## src/rtl/rsm_pkg.sv

```systemverilog
package rsm_pkg;
  typedef enum logic [2:0] {
    ST_IDLE,
    ST_WAIT,
    ST_RST,
    ST_BITS,
    ST_CLOSE
  } rsm_state_e;

  function automatic int unsigned max3(int unsigned a, int unsigned b, int unsigned c);
    int unsigned m;
    m = (a > b) ? a : b;
    return (m > c) ? m : c;
  endfunction
endpackage

```

## src/rtl/rsm_timer.sv

```systemverilog
module rsm_timer #(
  parameter int unsigned CW = 8
) (
  input  logic          clk,
  input  logic          rst_n,
  input  logic          clr,
  input  logic [CW-1:0] limit,
  output logic          term
);
  logic [CW-1:0] cnt_q, cnt_d;

  assign term = (cnt_q == limit - 1'b1);

  always_comb begin
    cnt_d = clr ? '0 : cnt_q + 1'b1;
  end

  always_ff @(posedge clk or negedge rst_n) begin
    if (!rst_n) cnt_q <= '0;
    else        cnt_q <= cnt_d;
  end
endmodule

```

## src/rtl/rsm_retry.sv

```systemverilog
module rsm_retry #(
  parameter int unsigned POLL_LIMIT = 1000,
  parameter int unsigned TRIES      = 3
) (
  input  logic clk,
  input  logic rst_n,
  input  logic start,
  input  logic poll_fail,
  input  logic try_end,
  output logic last_poll,
  output logic last_try
);
  localparam int unsigned PW = $clog2(POLL_LIMIT + 1);
  localparam int unsigned TW = $clog2(TRIES + 1);
  localparam logic [PW-1:0] POLL_TOP = PW'(POLL_LIMIT - 1);
  localparam logic [TW-1:0] TRY_TOP  = TW'(TRIES - 1);

  logic [PW-1:0] polls_q, polls_d;
  logic [TW-1:0] tries_q, tries_d;

  assign last_poll = (polls_q == POLL_TOP);
  assign last_try  = (tries_q == TRY_TOP);

  always_comb begin
    polls_d = polls_q;
    if (start || try_end)          polls_d = '0;
    else if (poll_fail && !last_poll) polls_d = polls_q + 1'b1;
    tries_d = tries_q;
    if (start)                     tries_d = '0;
    else if (try_end && !last_try) tries_d = tries_q + 1'b1;
  end

  always_ff @(posedge clk or negedge rst_n) begin
    if (!rst_n) begin
      polls_q <= '0;
      tries_q <= '0;
    end else begin
      polls_q <= polls_d;
      tries_q <= tries_d;
    end
  end

  // an attempt never ends in a cycle that also counts a failed poll
  a_r4_end_not_with_poll: assert property (@(posedge clk) disable iff (!rst_n)
    try_end |-> !poll_fail);
endmodule

```

## src/rtl/rsm_frame.sv

```systemverilog
module rsm_frame #(
  parameter int unsigned AW = 3,
  parameter int unsigned DW = 32
) (
  input  logic          clk,
  input  logic          rst_n,
  input  logic          load,
  input  logic          wr,
  input  logic [AW-1:0] addr,
  input  logic [DW-1:0] wdata,
  input  logic          adv,
  input  logic          cap,
  input  logic          sdo,
  output logic          cur_bit,
  output logic          cur_en,
  output logic          nxt_bit,
  output logic          nxt_en,
  output logic          last_slot,
  output logic          rd_sample,
  output logic          is_read,
  output logic [DW-1:0] rx_next
);
  localparam int unsigned NS = DW + AW + 1;
  localparam int unsigned SW = $clog2(NS + 1);
  localparam logic [SW-1:0] SLOT_LAST = SW'(NS - 1);
  localparam logic [SW-1:0] EN_WR     = SW'(DW + AW);
  localparam logic [SW-1:0] EN_RD     = SW'(AW);
  localparam logic [SW-1:0] RD_FIRST  = SW'(AW + 2);

  logic [NS-1:0] pat_q, pat_d;
  logic [SW-1:0] slot_q, slot_d, en_len;
  logic [DW-1:0] rx_q, rx_d;
  logic          wr_q, wr_d;

  assign en_len    = wr_q ? EN_WR : EN_RD;
  assign cur_bit   = pat_q[NS-1];
  assign nxt_bit   = pat_q[NS-2];
  assign cur_en    = (slot_q < en_len);
  assign nxt_en    = ((slot_q + 1'b1) < en_len);
  assign last_slot = (slot_q == SLOT_LAST);
  assign is_read   = !wr_q;
  assign rd_sample = !wr_q && (slot_q >= RD_FIRST);
  assign rx_next   = {rx_q[DW-2:0], sdo};

  always_comb begin
    pat_d  = pat_q;
    slot_d = slot_q;
    wr_d   = wr_q;
    rx_d   = rx_q;
    if (load) begin
      pat_d  = wr ? {wdata, addr, 1'b1} : {addr, 1'b0, {DW{1'b0}}};
      slot_d = '0;
      wr_d   = wr;
      rx_d   = '0;
    end else begin
      if (adv) begin
        pat_d  = pat_q << 1;
        slot_d = slot_q + 1'b1;
      end
      if (cap) rx_d = rx_next;
    end
  end

  always_ff @(posedge clk or negedge rst_n) begin
    if (!rst_n) begin
      pat_q  <= '0;
      slot_q <= '0;
      wr_q   <= 1'b0;
      rx_q   <= '0;
    end else begin
      pat_q  <= pat_d;
      slot_q <= slot_d;
      wr_q   <= wr_d;
      rx_q   <= rx_d;
    end
  end

  // the slot index never runs past the final slot of a frame
  a_r6_slot_in_range: assert property (@(posedge clk) disable iff (!rst_n)
    adv |-> !last_slot);
endmodule

```

## src/rtl/rtc_serial_master.sv

```systemverilog
module rtc_serial_master
  import rsm_pkg::*;
#(
  parameter int unsigned CLK_HZ     = 200_000_000,
  parameter int unsigned PHASE_CYC  = CLK_HZ / 200_000,
  parameter int unsigned POLL_CYC   = CLK_HZ / 100_000,
  parameter int unsigned POLL_LIMIT = 1000,
  parameter int unsigned RST_CYC    = 16,
  parameter int unsigned TRIES      = 3,
  parameter int unsigned AW         = 3,
  parameter int unsigned DW         = 32
) (
  input  logic          clk,
  input  logic          rst_n,
  input  logic          req_valid,
  input  logic          req_write,
  input  logic [AW-1:0] req_addr,
  input  logic [DW-1:0] req_wdata,
  output logic          busy,
  output logic          done,
  output logic          err,
  output logic [DW-1:0] rdata,
  output logic          ser_clk,
  output logic          ser_en,
  output logic          ser_din,
  input  logic          ser_dout,
  input  logic          ser_ready,
  output logic          ser_reset
);
  localparam int unsigned CW = $clog2(max3(PHASE_CYC, POLL_CYC, RST_CYC) + 1);
  localparam logic [CW-1:0] LIM_PHASE = CW'(PHASE_CYC);
  localparam logic [CW-1:0] LIM_POLL  = CW'(POLL_CYC);
  localparam logic [CW-1:0] LIM_RST   = CW'(RST_CYC);

  rsm_state_e    st_q, st_d;
  logic          ph_q, ph_d;
  logic          sclk_q, sclk_d, sen_q, sen_d, sdi_q, sdi_d, srst_q, srst_d;
  logic          done_q, done_d, err_q, err_d;
  logic [DW-1:0] rdata_q, rdata_d;
  logic [CW-1:0] limit;
  logic          term, tclr;
  logic          accept, poll_fail, try_end, adv, cap;
  logic          last_poll, last_try;
  logic          cur_bit, cur_en, nxt_bit, nxt_en, last_slot, rd_sample, is_read;
  logic [DW-1:0] rx_next;

  assign tclr = (st_q == ST_IDLE) || term;

  rsm_timer #(.CW(CW)) u_timer (
    .clk(clk), .rst_n(rst_n), .clr(tclr), .limit(limit), .term(term)
  );

  rsm_retry #(.POLL_LIMIT(POLL_LIMIT), .TRIES(TRIES)) u_retry (
    .clk(clk), .rst_n(rst_n), .start(accept), .poll_fail(poll_fail),
    .try_end(try_end), .last_poll(last_poll), .last_try(last_try)
  );

  rsm_frame #(.AW(AW), .DW(DW)) u_frame (
    .clk(clk), .rst_n(rst_n), .load(accept), .wr(req_write), .addr(req_addr),
    .wdata(req_wdata), .adv(adv), .cap(cap), .sdo(ser_dout),
    .cur_bit(cur_bit), .cur_en(cur_en), .nxt_bit(nxt_bit), .nxt_en(nxt_en),
    .last_slot(last_slot), .rd_sample(rd_sample), .is_read(is_read),
    .rx_next(rx_next)
  );

  always_comb begin
    st_d = st_q;  ph_d = ph_q;
    sclk_d = sclk_q;  sen_d = sen_q;  sdi_d = sdi_q;  srst_d = srst_q;
    done_d = 1'b0;  err_d = 1'b0;  rdata_d = rdata_q;
    accept = 1'b0;  poll_fail = 1'b0;  try_end = 1'b0;  adv = 1'b0;  cap = 1'b0;
    limit = LIM_PHASE;
    case (st_q)
      ST_IDLE: begin
        sclk_d = 1'b0;  sen_d = 1'b0;  sdi_d = 1'b0;
        if (req_valid) begin
          accept = 1'b1;
          st_d   = ST_WAIT;
        end
      end
      ST_WAIT: begin
        limit = LIM_POLL;
        if (term) begin
          if (ser_ready) begin
            st_d = ST_BITS;  ph_d = 1'b0;
            sen_d = cur_en;  sdi_d = cur_bit;
          end else begin
            poll_fail = 1'b1;
            if (last_poll) begin
              st_d = ST_RST;  srst_d = 1'b1;
            end
          end
        end
      end
      ST_RST: begin
        limit = LIM_RST;
        if (term) begin
          srst_d  = 1'b0;
          try_end = 1'b1;
          if (last_try) begin
            st_d = ST_IDLE;  done_d = 1'b1;  err_d = 1'b1;
          end else begin
            st_d = ST_WAIT;
          end
        end
      end
      ST_BITS: begin
        if (term) begin
          if (!ph_q) begin
            ph_d = 1'b1;  sclk_d = 1'b0;  cap = rd_sample;
          end else begin
            sclk_d = 1'b1;
            if (last_slot) begin
              st_d = ST_CLOSE;  sen_d = 1'b0;  sdi_d = 1'b0;
            end else begin
              adv = 1'b1;  ph_d = 1'b0;
              sen_d = nxt_en;  sdi_d = nxt_bit;
            end
          end
        end
      end
      ST_CLOSE: begin
        if (term) begin
          cap = is_read;
          st_d = ST_IDLE;  sclk_d = 1'b0;  done_d = 1'b1;
          if (is_read) rdata_d = rx_next;
        end
      end
      default: st_d = ST_IDLE;
    endcase
  end

  always_ff @(posedge clk or negedge rst_n) begin
    if (!rst_n) begin
      st_q <= ST_IDLE;  ph_q <= 1'b0;
      sclk_q <= 1'b0;  sen_q <= 1'b0;  sdi_q <= 1'b0;  srst_q <= 1'b0;
      done_q <= 1'b0;  err_q <= 1'b0;  rdata_q <= '0;
    end else begin
      st_q <= st_d;  ph_q <= ph_d;
      sclk_q <= sclk_d;  sen_q <= sen_d;  sdi_q <= sdi_d;  srst_q <= srst_d;
      done_q <= done_d;  err_q <= err_d;  rdata_q <= rdata_d;
    end
  end

  assign busy      = (st_q != ST_IDLE);
  assign done      = done_q;
  assign err       = err_q;
  assign rdata     = rdata_q;
  assign ser_clk   = sclk_q;
  assign ser_en    = sen_q;
  assign ser_din   = sdi_q;
  assign ser_reset = srst_q;

  a_r1_done_after_busy: assert property (@(posedge clk) disable iff (!rst_n)
    done |-> $past(busy));
  a_r1_busy_ends_with_done: assert property (@(posedge clk) disable iff (!rst_n)
    $fell(busy) |-> done);
  a_r8_err_only_with_done: assert property (@(posedge clk) disable iff (!rst_n)
    err |-> done);
  a_r4_reset_lines_quiet: assert property (@(posedge clk) disable iff (!rst_n)
    ser_reset |-> (!ser_en && !ser_clk && busy));
  a_r2_idle_lines_low: assert property (@(posedge clk) disable iff (!rst_n)
    !busy |-> (!ser_clk && !ser_en && !ser_din));
  a_r5_hold_at_fall: assert property (@(posedge clk) disable iff (!rst_n)
    $fell(ser_clk) |-> ($stable(ser_din) && $stable(ser_en)));
endmodule

```

## config.mk

```make
export PLATFORM = sky130hd
export DESIGN_NAME = rtc_serial_master
export DESIGN_NICKNAME = d
export VERILOG_FILES = /design/src/rtl/rsm_pkg.sv /design/src/rtl/rsm_timer.sv /design/src/rtl/rsm_retry.sv /design/src/rtl/rsm_frame.sv /design/src/rtl/rtc_serial_master.sv
export SDC_FILE = /design/constraint.sdc
export NUM_CORES = 1
export LEC_CHECK = 0
export BUFFER_PORTS_ARGS = -buffer_cell sky130_fd_sc_hd__buf_2
export CORE_MARGIN = 5
export CORE_UTILIZATION = 44
export DETAILED_ROUTE_END_ITERATION = 12
export PLACE_DENSITY_LB_ADDON = 0.15
export SLEW_MARGIN = 0
export SYNTH_ARGS = -nofsm -noshare
export SYNTH_HDL_FRONTEND = slang
export SYNTH_SLANG_ARGS = --single-unit
export TNS_END_PERCENT = 50
```

## constraint.sdc

```tcl
create_clock -name clk -period 5.8 [get_ports clk]
set_input_delay 0.58 -clock clk [delete_from_list [all_inputs] [get_ports clk]]
set_output_delay 0.58 -clock clk [all_outputs]
set_load 0.01 [all_outputs]
```

==> Word level (Yosys, flattened, before mapping) <==
Cells that the tools add are included.
{ "totals": {"elab_cells": 138, "in_bits": 41, "register_bits": 139, "output_inout_bits": 39} }
{ "op_classes": {"n_eq_ne": 19, "reduce_logical": 24, "n_lt_le_gt_ge": 3, "add_sub_neg": 5, "muxes": 70, "bitwise": 1} }
{ "op_table": {"columns": ["op", "count"], "rows": [
  ["$mux W36", 3],
  ["$mux W31", 2],
  ["$mux W1", 39],
  ["$mux W3", 9],
  ["$pmux W11 S2", 1],
  ["$mux W10", 2],
  ["$mux W6", 3],
  ["$ne A2 B2 Y1 const B", 9],
  ["$pmux W3 S5", 1],
  ["$lt A6 B6 Y1", 2],
  ["$reduce_bool A2 Y1", 6],
  ["$add A11 B1 Y11 const B", 1],
  ["$eq A11 B11 Y1", 1],
  ["$mux W11", 1],
  ["$sub A11 B1 Y11 const B", 1],
  ["$add A10 B1 Y10 const B", 1],
  ["$eq A10 B10 Y1 const B", 1],
  ["$reduce_and A5 Y1", 2],
  ["$pmux W1 S3", 3],
  ["$reduce_bool A3 Y1", 3],
  ["$pmux W1 S2", 4],
  ["$reduce_and A8 Y1", 1],
  ["$add A6 B1 Y6 const B", 1],
  ["$eq A3 B2 Y1 const B", 2],
  ["16 further kinds", 23]
]} }

==> Depth between registers and ports, before layout <==
Gate-level depths: netlist of run 1.
{ "depth": {"ltp_word": 9, "ltp_mapped": 10, "ltp_nobuf": 8} }

==> Hierarchy <==
Synthesis of run 1 repeated with hierarchy kept, for this count alone.
{ "hier_totals": {"cells_unflattened": 639, "area_unflattened_um2": 6998.0} }
{ "modules_own_cells": {"columns": ["mod", "instances", "seq_area_each_um2", "cells_per_inst", "area_per_inst_um2"], "rows": [
  ["rsm_frame", 1, 1851.8, 321, 3425.8],
  ["rtc_serial_master", 1, 1051.0, 137, 1964.4],
  ["rsm_timer", 1, 275.3, 104, 882.1],
  ["rsm_retry", 1, 300.3, 77, 725.7]
]} }

==> Worst setup path before layout of run 1 <==
OpenSTA, ideal clock, no wires.
{ "synth_timing": {"kind": "register to register", "from": "reg st_q[0]", "to": "reg rdata_q[12], in the netlist rdata[12]", "required_ps": 5675, "setup_time_ps": 125, "path_stages_with_launch": 8, "arrival_time_ps": 2505, "path_buffers": 2, "period_less_slack_ps": 2629, "setup_slack_ps": 3171, "cell_sequence": "dfrtp_1 > buf_6 > or3b_1 > mux2_4 > a2111o_1 > nor3_2 > buf_2 > mux2_2"} }
{ "synth_between": {"elab_chain_cells": 5, "elab_cells_between_ends": 7, "cone_classes": "add/sub (1); eq/ne (4); mux (1); reduce/logical (1)"} }
{ "synth_lines": {"columns": ["item", "line_no", "source"], "rows": [
  ["start: declaration", "rtc_serial_master.sv:35", "rsm_state_e st_q, st_d;"],
  ["start signal: assignment", "rtc_serial_master.sv:138", "st_q <= st_d; ph_q <= ph_d;"],
  ["$eq A3 B2 Y1 or $eq A3 B1 Y1 (tied branches)", "rtc_serial_master.sv:72", "case (st_q)"],
  ["$pmux W11 S2", "rtc_serial_master.sv:72", null],
  ["$sub A11 B1 Y11", "rsm_timer.sv:12", "assign term = (cnt_q == limit - 1'b1);"],
  ["$eq A11 B11 Y1", "rsm_timer.sv:12", null],
  ["$reduce_and A3 Y1 (no source line) *", null, null],
  ["end signal: assignment", "rtc_serial_master.sv:140", "done_q <= done_d; err_q <= err_d; rdata_q <= rdata_d;"],
  ["end: declaration", "rtc_serial_master.sv:39", "logic [DW-1:0] rdata_q, rdata_d;"]
]} }
Every way passes the cells marked *; elsewhere a longest branch is shown, timed or not.
A chain may end at the register's enable or synchronous reset.

==> Final worst setup path of run 1 <==
{ "layout_timing": {"from": "reg st_q[1]", "to": "reg u_frame.rx_q[6]"} }
{ "layout_between": {"elab_chain_cells": 7, "elab_cells_between_ends": 14, "cone_classes": "add/sub (1); eq/ne (5); mux (6); reduce/logical (2)"} }
{ "layout_lines": {"columns": ["item", "line_no", "source"], "rows": [
  ["$eq A3 B2 Y1 or $eq A3 B1 Y1 (tied branches)", "rtc_serial_master.sv:72", null],
  ["$pmux W11 S2", "rtc_serial_master.sv:72", null],
  ["$sub A11 B1 Y11", "rsm_timer.sv:12", null],
  ["$eq A11 B11 Y1", "rsm_timer.sv:12", null],
  ["$mux W1 (on tied branches)", "rtc_serial_master.sv:122, rtc_serial_master.sv:107", null],
  ["$pmux W1 S2", "rtc_serial_master.sv:72", null],
  ["$reduce_bool A2 Y1 (no source line)", null, null],
  ["end signal: assignment", "rsm_frame.sv:74", "rx_q <= rx_d;"],
  ["end: declaration", "rsm_frame.sv:32", "logic [DW-1:0] rx_q, rx_d;"]
]} }
Parallel ways exist; a longest one is shown, timed or not.

==> results of run 1 <==
[stage by stage]
| stage | hold slack (ns) | utilization (%) | setup slack [ns] |
|---|---|---|---|
| floorplan | 0.284 | - | 3.17 |
| global placement | 0.466 | 48.0 | 2.29 |
| detailed placement | 0.481 | 48.0 | 2.19 |
| CTS | 0.126 | 52.1 | 2.15 |
| global route | 0.144 | 52.1 | 1.85 |
| finish | 0.121 | 52.1 | 2.20 |
[flip-flops by register name (all words and copies together) (netlist names), 2 cells and up]
name             flops
rdata               32
u_frame.slot_q       6
st_q                 3
u_retry.polls_q     10
u_frame.rx_q        31
u_frame.pat_q       36
u_retry.tries_q      2
u_timer.cnt_q       11
[worst max-delay path: stages (launching register included)]
cell and delay [ns]:
dfrtp_1 0.59, or3b_1 0.48, mux2_4 0.36, a2111oi_4 0.55, nand3_1 1.02, nand2_1 0.32, a21oi_1 0.10
[metal layers]
metal	wire length [um]	track usage, %
met1	6110	20.9
met2	6190	24.8
met3	570	4.85
met4	193	5.14
met5	0	0
[final cells by class]
class | count | area [um2]
timing repair buffer | 82 | 424
fill | 1267 | 6940
clock inverter | 13 | 141
multi-input combinational | 432 | 2780
clock buffer | 19 | 453
inverter | 10 | 37.5
tap | 184 | 230
sequential | 139 | 3480
[cell families after synthesis]
kind of cell,share of synthesized area [%]
mux,11.3
simple gates,15.9
compound gates,9.90
buf+inv,3.67
fa+ha+maj,1.74
flops,53.6
xor+xnor,3.78
[power breakdown]
group          switching [uW]  total [uW]  internal, uW
logic                     303         485           182
clock network             415        1070           656
registers                 104        1200          1100
total                     822        2760          1930
[cell usage in the layout, fill, tap and decap left out, types with 9 or more instances in the layout]
| cell type | count |
|---|---|
| buf_2 | 78 |
| nand2_1 | 80 |
| inv_1 | 10 |
| mux2_2 | 31 |
| o21ai_1 | 16 |
| a21oi_1 | 42 |
| nand3_1 | 45 |
| nor3_1 | 10 |
| clkbuf_16 | 17 |
| dfrtp_1 | 139 |
| xnor2_1 | 22 |
| o21ai_0 | 27 |
| ha_1 | 9 |
| mux2i_1 | 36 |
| nor2_1 | 40 |
[how the worst max path moves through the flow]
| stage | from | to | slack (ns) | depth (start not counted) |
|---|---|---|---|---|
| finish | st_q[1]$_DFFE_PN0P_ | u_frame.rx_q[6]$_DFFE_PN0P_ | 2.20 | 6 |
| global route | st_q[2]$_DFFE_PN0P_ | u_frame.rx_q[14]$_DFFE_PN0P_ | 1.85 | 6 |
| CTS | st_q[1]$_DFFE_PN0P_ | u_frame.rx_q[6]$_DFFE_PN0P_ | 2.15 | 6 |
| detailed placement | st_q[1]$_DFFE_PN0P_ | u_frame.rx_q[30]$_DFFE_PN0P_ | 2.19 | 6 |
| global placement | st_q[1]$_DFFE_PN0P_ | u_frame.rx_q[22]$_DFFE_PN0P_ | 2.29 | 6 |
| floorplan | st_q[0]$_DFFE_PN0P_ | rdata[12]$_DFFE_PN0P_ | 3.17 | 7 |
==> out/summary.txt, run 1 <==
status: finished, final reports clean
total wire length: 13100 um
WL per Instance: 14.9 um
vias in the first global route: 4666
post-route ant nets: 0
crit path kind: reg -> reg
Inst Count DP: 847
final cell count without fillers: 879
die footprint: 17300 um2
Synth top cells by count: dfrtp_1, nand2_1, nand3_1
FF-to-FF End: u_frame.rx_q[6]$_DFFE_PN0P_
nets@finish: 732
Die H: 131 um
CP Data Arrival Time: 3.85 ns
highest clock rate: 278 MHz
EDFF count, synth: 0
syn avg cell area: 10.5 um2
syn_nets: 670
pin count of the biggest net entering global routing: 106
area share of the largest cell type after synthesis: 53.6%
clock-pin slew on the worst setup and hold paths: 0.06 ns
Core Footprint: 14500 um2
post-layout instance area: 7540 um2
YS warnings: 0
Worst EP required: 6.05 ns
total power draw: 2760 uW
Final TNS setup: 0 ns
Final Wtd Congestion: 0.818
Worst Path Max Fanout: 31
CP startpoint kind: flip-flop
Slew Limit Headroom: 20.2%
total track usage: 15.8%
Site Rows: 44
sequential element share of the synthesized area: 53.6%
flop-to-flop setup slack: 2.20 ns
clock buffer depth: 2
HP Class: in -> async
GR Overflow Total: 0
Root Driver: clkbuf_16
Period Utilization, post-route: 62.0%
DRC violation total after the first TritonRoute iteration: 252
antenna violations before repair: 0
H-tree depth: 4
Slew Viols, Final: 0
Synth Instances: 620
Max Cap Viol: 0
P&R area growth vs syn: 16.3%
Setup crit end kind: flip-flop
first-pass GRT wire length: 22700 um
RSZ-0062 raised after global routing: false
CTS tree: built
predominant post-synthesis flop cell: dfrtp_1
number of buffers created by CTS: 17
top post-synthesis cells by area: dfrtp_1, mux2i_1, mux2_2, nand2_1, nand3_1
hold_buf cts: 0
actual slew at the worst max-slew pin: 1.19 ns
minimum clock period: 3.60 ns
largest area contributor in the netlist: dfrtp_1
ys async rst share: 100%
io pins: 80
Cell variety after synth: 51
R2R depth: 6
Setup Fix Bufs, Post-CTS: 0
remaining routing DRC violations: 0
Vias: 4629
clk_lat worst skew: 0.42 ns
Leakage: 0.00340 uW
Hold Fails Final Rpt: 0
share of cells above drive strength 1: 22.2%
Sink Count: 139
diodes inserted: 0
dpl hpwl: 8690 um
DRT Pass-1 Iters: 4
initial core utilization: 44.8%
cell area after placement: 6950 um2
port bufs: 79
vias per inst: 5.27
final setup skew: 0.00737 ns
post-cts sizing count: 0
pwr dens: 365 nW/um2
count leader, synth: dfrtp_1
#FFs+latches synth: 139
peak supply drop: 0.214 mV
die width: 131 um
Reg-to-Reg Start: st_q[1]$_DFFE_PN0P_
mapped cell area: 6480 um2
Setup violations, final: 0
Note: power is estimated with default switching activity, not from simulation.
==> run 2: changes to the inputs <==
--- a/config.mk
+++ b/config.mk
@@ -5,6 +5,7 @@
 export SDC_FILE = /design/constraint.sdc
 export NUM_CORES = 1
 export LEC_CHECK = 0
+export ABC_AREA = 1
 export BUFFER_PORTS_ARGS = -buffer_cell sky130_fd_sc_hd__buf_2
 export CORE_MARGIN = 5
 export CORE_UTILIZATION = 44
==> constraint.sdc (replaced) <==
create_clock -name clk -period 3.6 [get_ports clk]
set_input_delay 0.36 -clock clk [delete_from_list [all_inputs] [get_ports clk]]
set_output_delay 0.36 -clock clk [all_outputs]
set_load 0.01 [all_outputs]
==> run 2 against run 1 <==
Flip-flop and latch count unchanged. Sequential share of layout area decreased by 1.3 points. Wire length increased by 7.6%. Critical path type unchanged. Largest power group is now clock.
==> out/summary.txt, run 2 <==
status: finished, final reports clean
EDFF count, synth: 0
commonest non-fill, non-tap cell in the layout: nand2_1
Root Driver: clkbuf_16
sequential element share of the synthesized area: 52.2%
dpl hpwl: 9200 um
GR Overflow Total: 0
largest area contributor in the netlist: dfrtp_1
max reg flops: 36
total wire length: 14100 um
highest clock rate: 379 MHz
area share of the largest cell type after synthesis: 52.2%
post-route ant nets: 0
Core Footprint: 15000 um2
Setup crit end kind: flip-flop
Sink Count: 139
CP startpoint kind: flip-flop
predominant post-synthesis flop cell: dfrtp_1
port bufs: 79
ys async rst share: 100%
commonest cells after routing, fill and taps aside: nand2_1, dfrtp_1, nand3_1, inv_1, buf_2
Vias: 5441
io pins: 80
peak supply drop: 0.288 mV
Cell variety after synth: 31
hold_buf cts: 0
Synth Instances: 846
Slew Viols, Final: 0
Setup violations, final: 0
R2R depth: 12
CTS tree: built
Worst Path Max Fanout: 45
syn avg cell area: 7.87 um2
minimum clock period: 2.64 ns
vias per inst: 4.88
flop-to-flop setup slack: 0.96 ns
clock-pin slew on the worst setup and hold paths: 0.06 ns
Max Cap Viol: 0
CP Data Arrival Time: 2.97 ns
Hold Fails Final Rpt: 0
die width: 133 um
vias in the first global route: 5286
Slew Limit Headroom: 42.4%
actual slew at the worst max-slew pin: 0.865 ns
nets@finish: 963
WL per Instance: 12.6 um
DRT Pass-1 Iters: 4
clock buffer depth: 2
count leader, synth: nand2_1
antenna violations before repair: 0
share of cells above drive strength 1: 14.9%
Leakage: 0.00413 uW
final setup skew: 0.00722 ns
diodes inserted: 0
Inst Count DP: 1082
Synth top cells by count: nand2_1, dfrtp_1, nand3_1
pin count of the biggest net entering global routing: 94
crit path kind: reg -> reg
Period Utilization, post-route: 73.3%
YS warnings: 0
#FFs+latches synth: 139
Site Rows: 45
Worst EP required: 3.93 ns
register with the most flip-flops: u_frame.pat_q
P&R area growth vs syn: 16.5%
mapped cell area: 6660 um2
first-pass GRT wire length: 24800 um
initial core utilization: 44.3%
number of buffers created by CTS: 17
DRC violation total after the first TritonRoute iteration: 282
post-cts sizing count: 0
final cell count without fillers: 1114
pwr dens: 432 nW/um2
total track usage: 16.9%
Final Wtd Congestion: 0.835
top post-synthesis cells by area: dfrtp_1, nand2_1, nand3_1, o21ai_0, inv_1
RSZ-0062 raised after global routing: false
syn_nets: 896
Final TNS setup: 0 ns
HP Class: in -> async
die footprint: 17700 um2
Setup Fix Bufs, Post-CTS: 0
clk_lat worst skew: 0.42 ns
remaining routing DRC violations: 0
Die H: 133 um
H-tree depth: 4
dpl ws: 0.964 ns
Final WS setup: 0.962 ns
==> run 2: worst max-delay path: stages, from the launching register on <==
cell     delay, ns
dfrtp_1       0.43
inv_2         0.11
nand3_1       0.18
nand2_1       0.15
nand2_1       0.07
nand2_2       0.16
inv_2         0.06
nor2_4        0.34
nand2_1       0.11
nand2_2       0.51
buf_12        0.28
nand2_1       0.07
o21ai_1       0.09
==> run 2: per-stage QoR <==
stage          hold WS [ns]  cell area [um2]  power [uW]  utilization (%)
6_report            0.00973             7760        3360             51.6
5_1_grt               0.120             7760        3490             51.6
4_1_cts              0.0648             7760        3400             51.6
3_5_place_dp          0.449             7200        1740             47.9
3_3_place_gp          0.442             7200        1740             47.9
2_1_floorplan        0.0644             6660        1680                -
==> run 2: path summary, 6_finish.rpt <==
path | from | to
min in group clk | ser_dout | rdata[0]$_DFFE_PN0P_
worst min register to register | u_timer.cnt_q[0]$_DFF_PN0_ | u_timer.cnt_q[0]$_DFF_PN0_
worst min-delay path | rst_n | u_retry.polls_q[8]$_DFFE_PN0P_
max in group asynchronous | rst_n | u_frame.rx_q[6]$_DFFE_PN0P_
worst max register to register | st_q[2]$_DFFE_PN0P_ | u_frame.pat_q[2]$_DFFE_PN0P_
worst max-delay path | st_q[2]$_DFFE_PN0P_ | u_frame.pat_q[2]$_DFFE_PN0P_
==> run 2: cells by family after synthesis <==
group | count (synthesis) | share of synthesized area (%)
AO/OA/AOI/OAI | 103 | 8.08
XOR/XNOR | 8 | 1.05
adder cells (fa/ha/maj) | 9 | 1.69
AND/OR/NAND/NOR | 457 | 29.1
flip-flops | 139 | 52.2
buffers and inverters | 130 | 7.87
==> run 2: power by group <==
part           switching (uW)  total [uW]  internal, uW
clock network             736        1640           907
logic                    74.3         115          40.5
registers                7.71        1600          1590
==> run 2: area by class of cell <==
| type | count | area (um2) |
|---|---|---|
| multi-input cells | 577 | 2670 |
| clock buffers | 17 | 425 |
| well taps | 188 | 235 |
| clock inverters | 15 | 131 |
| inverters | 92 | 345 |
| fillers | 1489 | 7270 |
| flip-flops and latches | 139 | 3480 |
| repair buffers | 86 | 479 |
==> run 2: per-layer routing <==
layer | track usage, % | vias to the layer above | wire [um]
met4 | 6.35 | 0 | 247
met5 | 0 | - | 0
met3 | 3.84 | 18 | 605
li1 | - | 2829 | -
met2 | 25.9 | 92 | 6410
met1 | 23.4 | 2502 | 6790
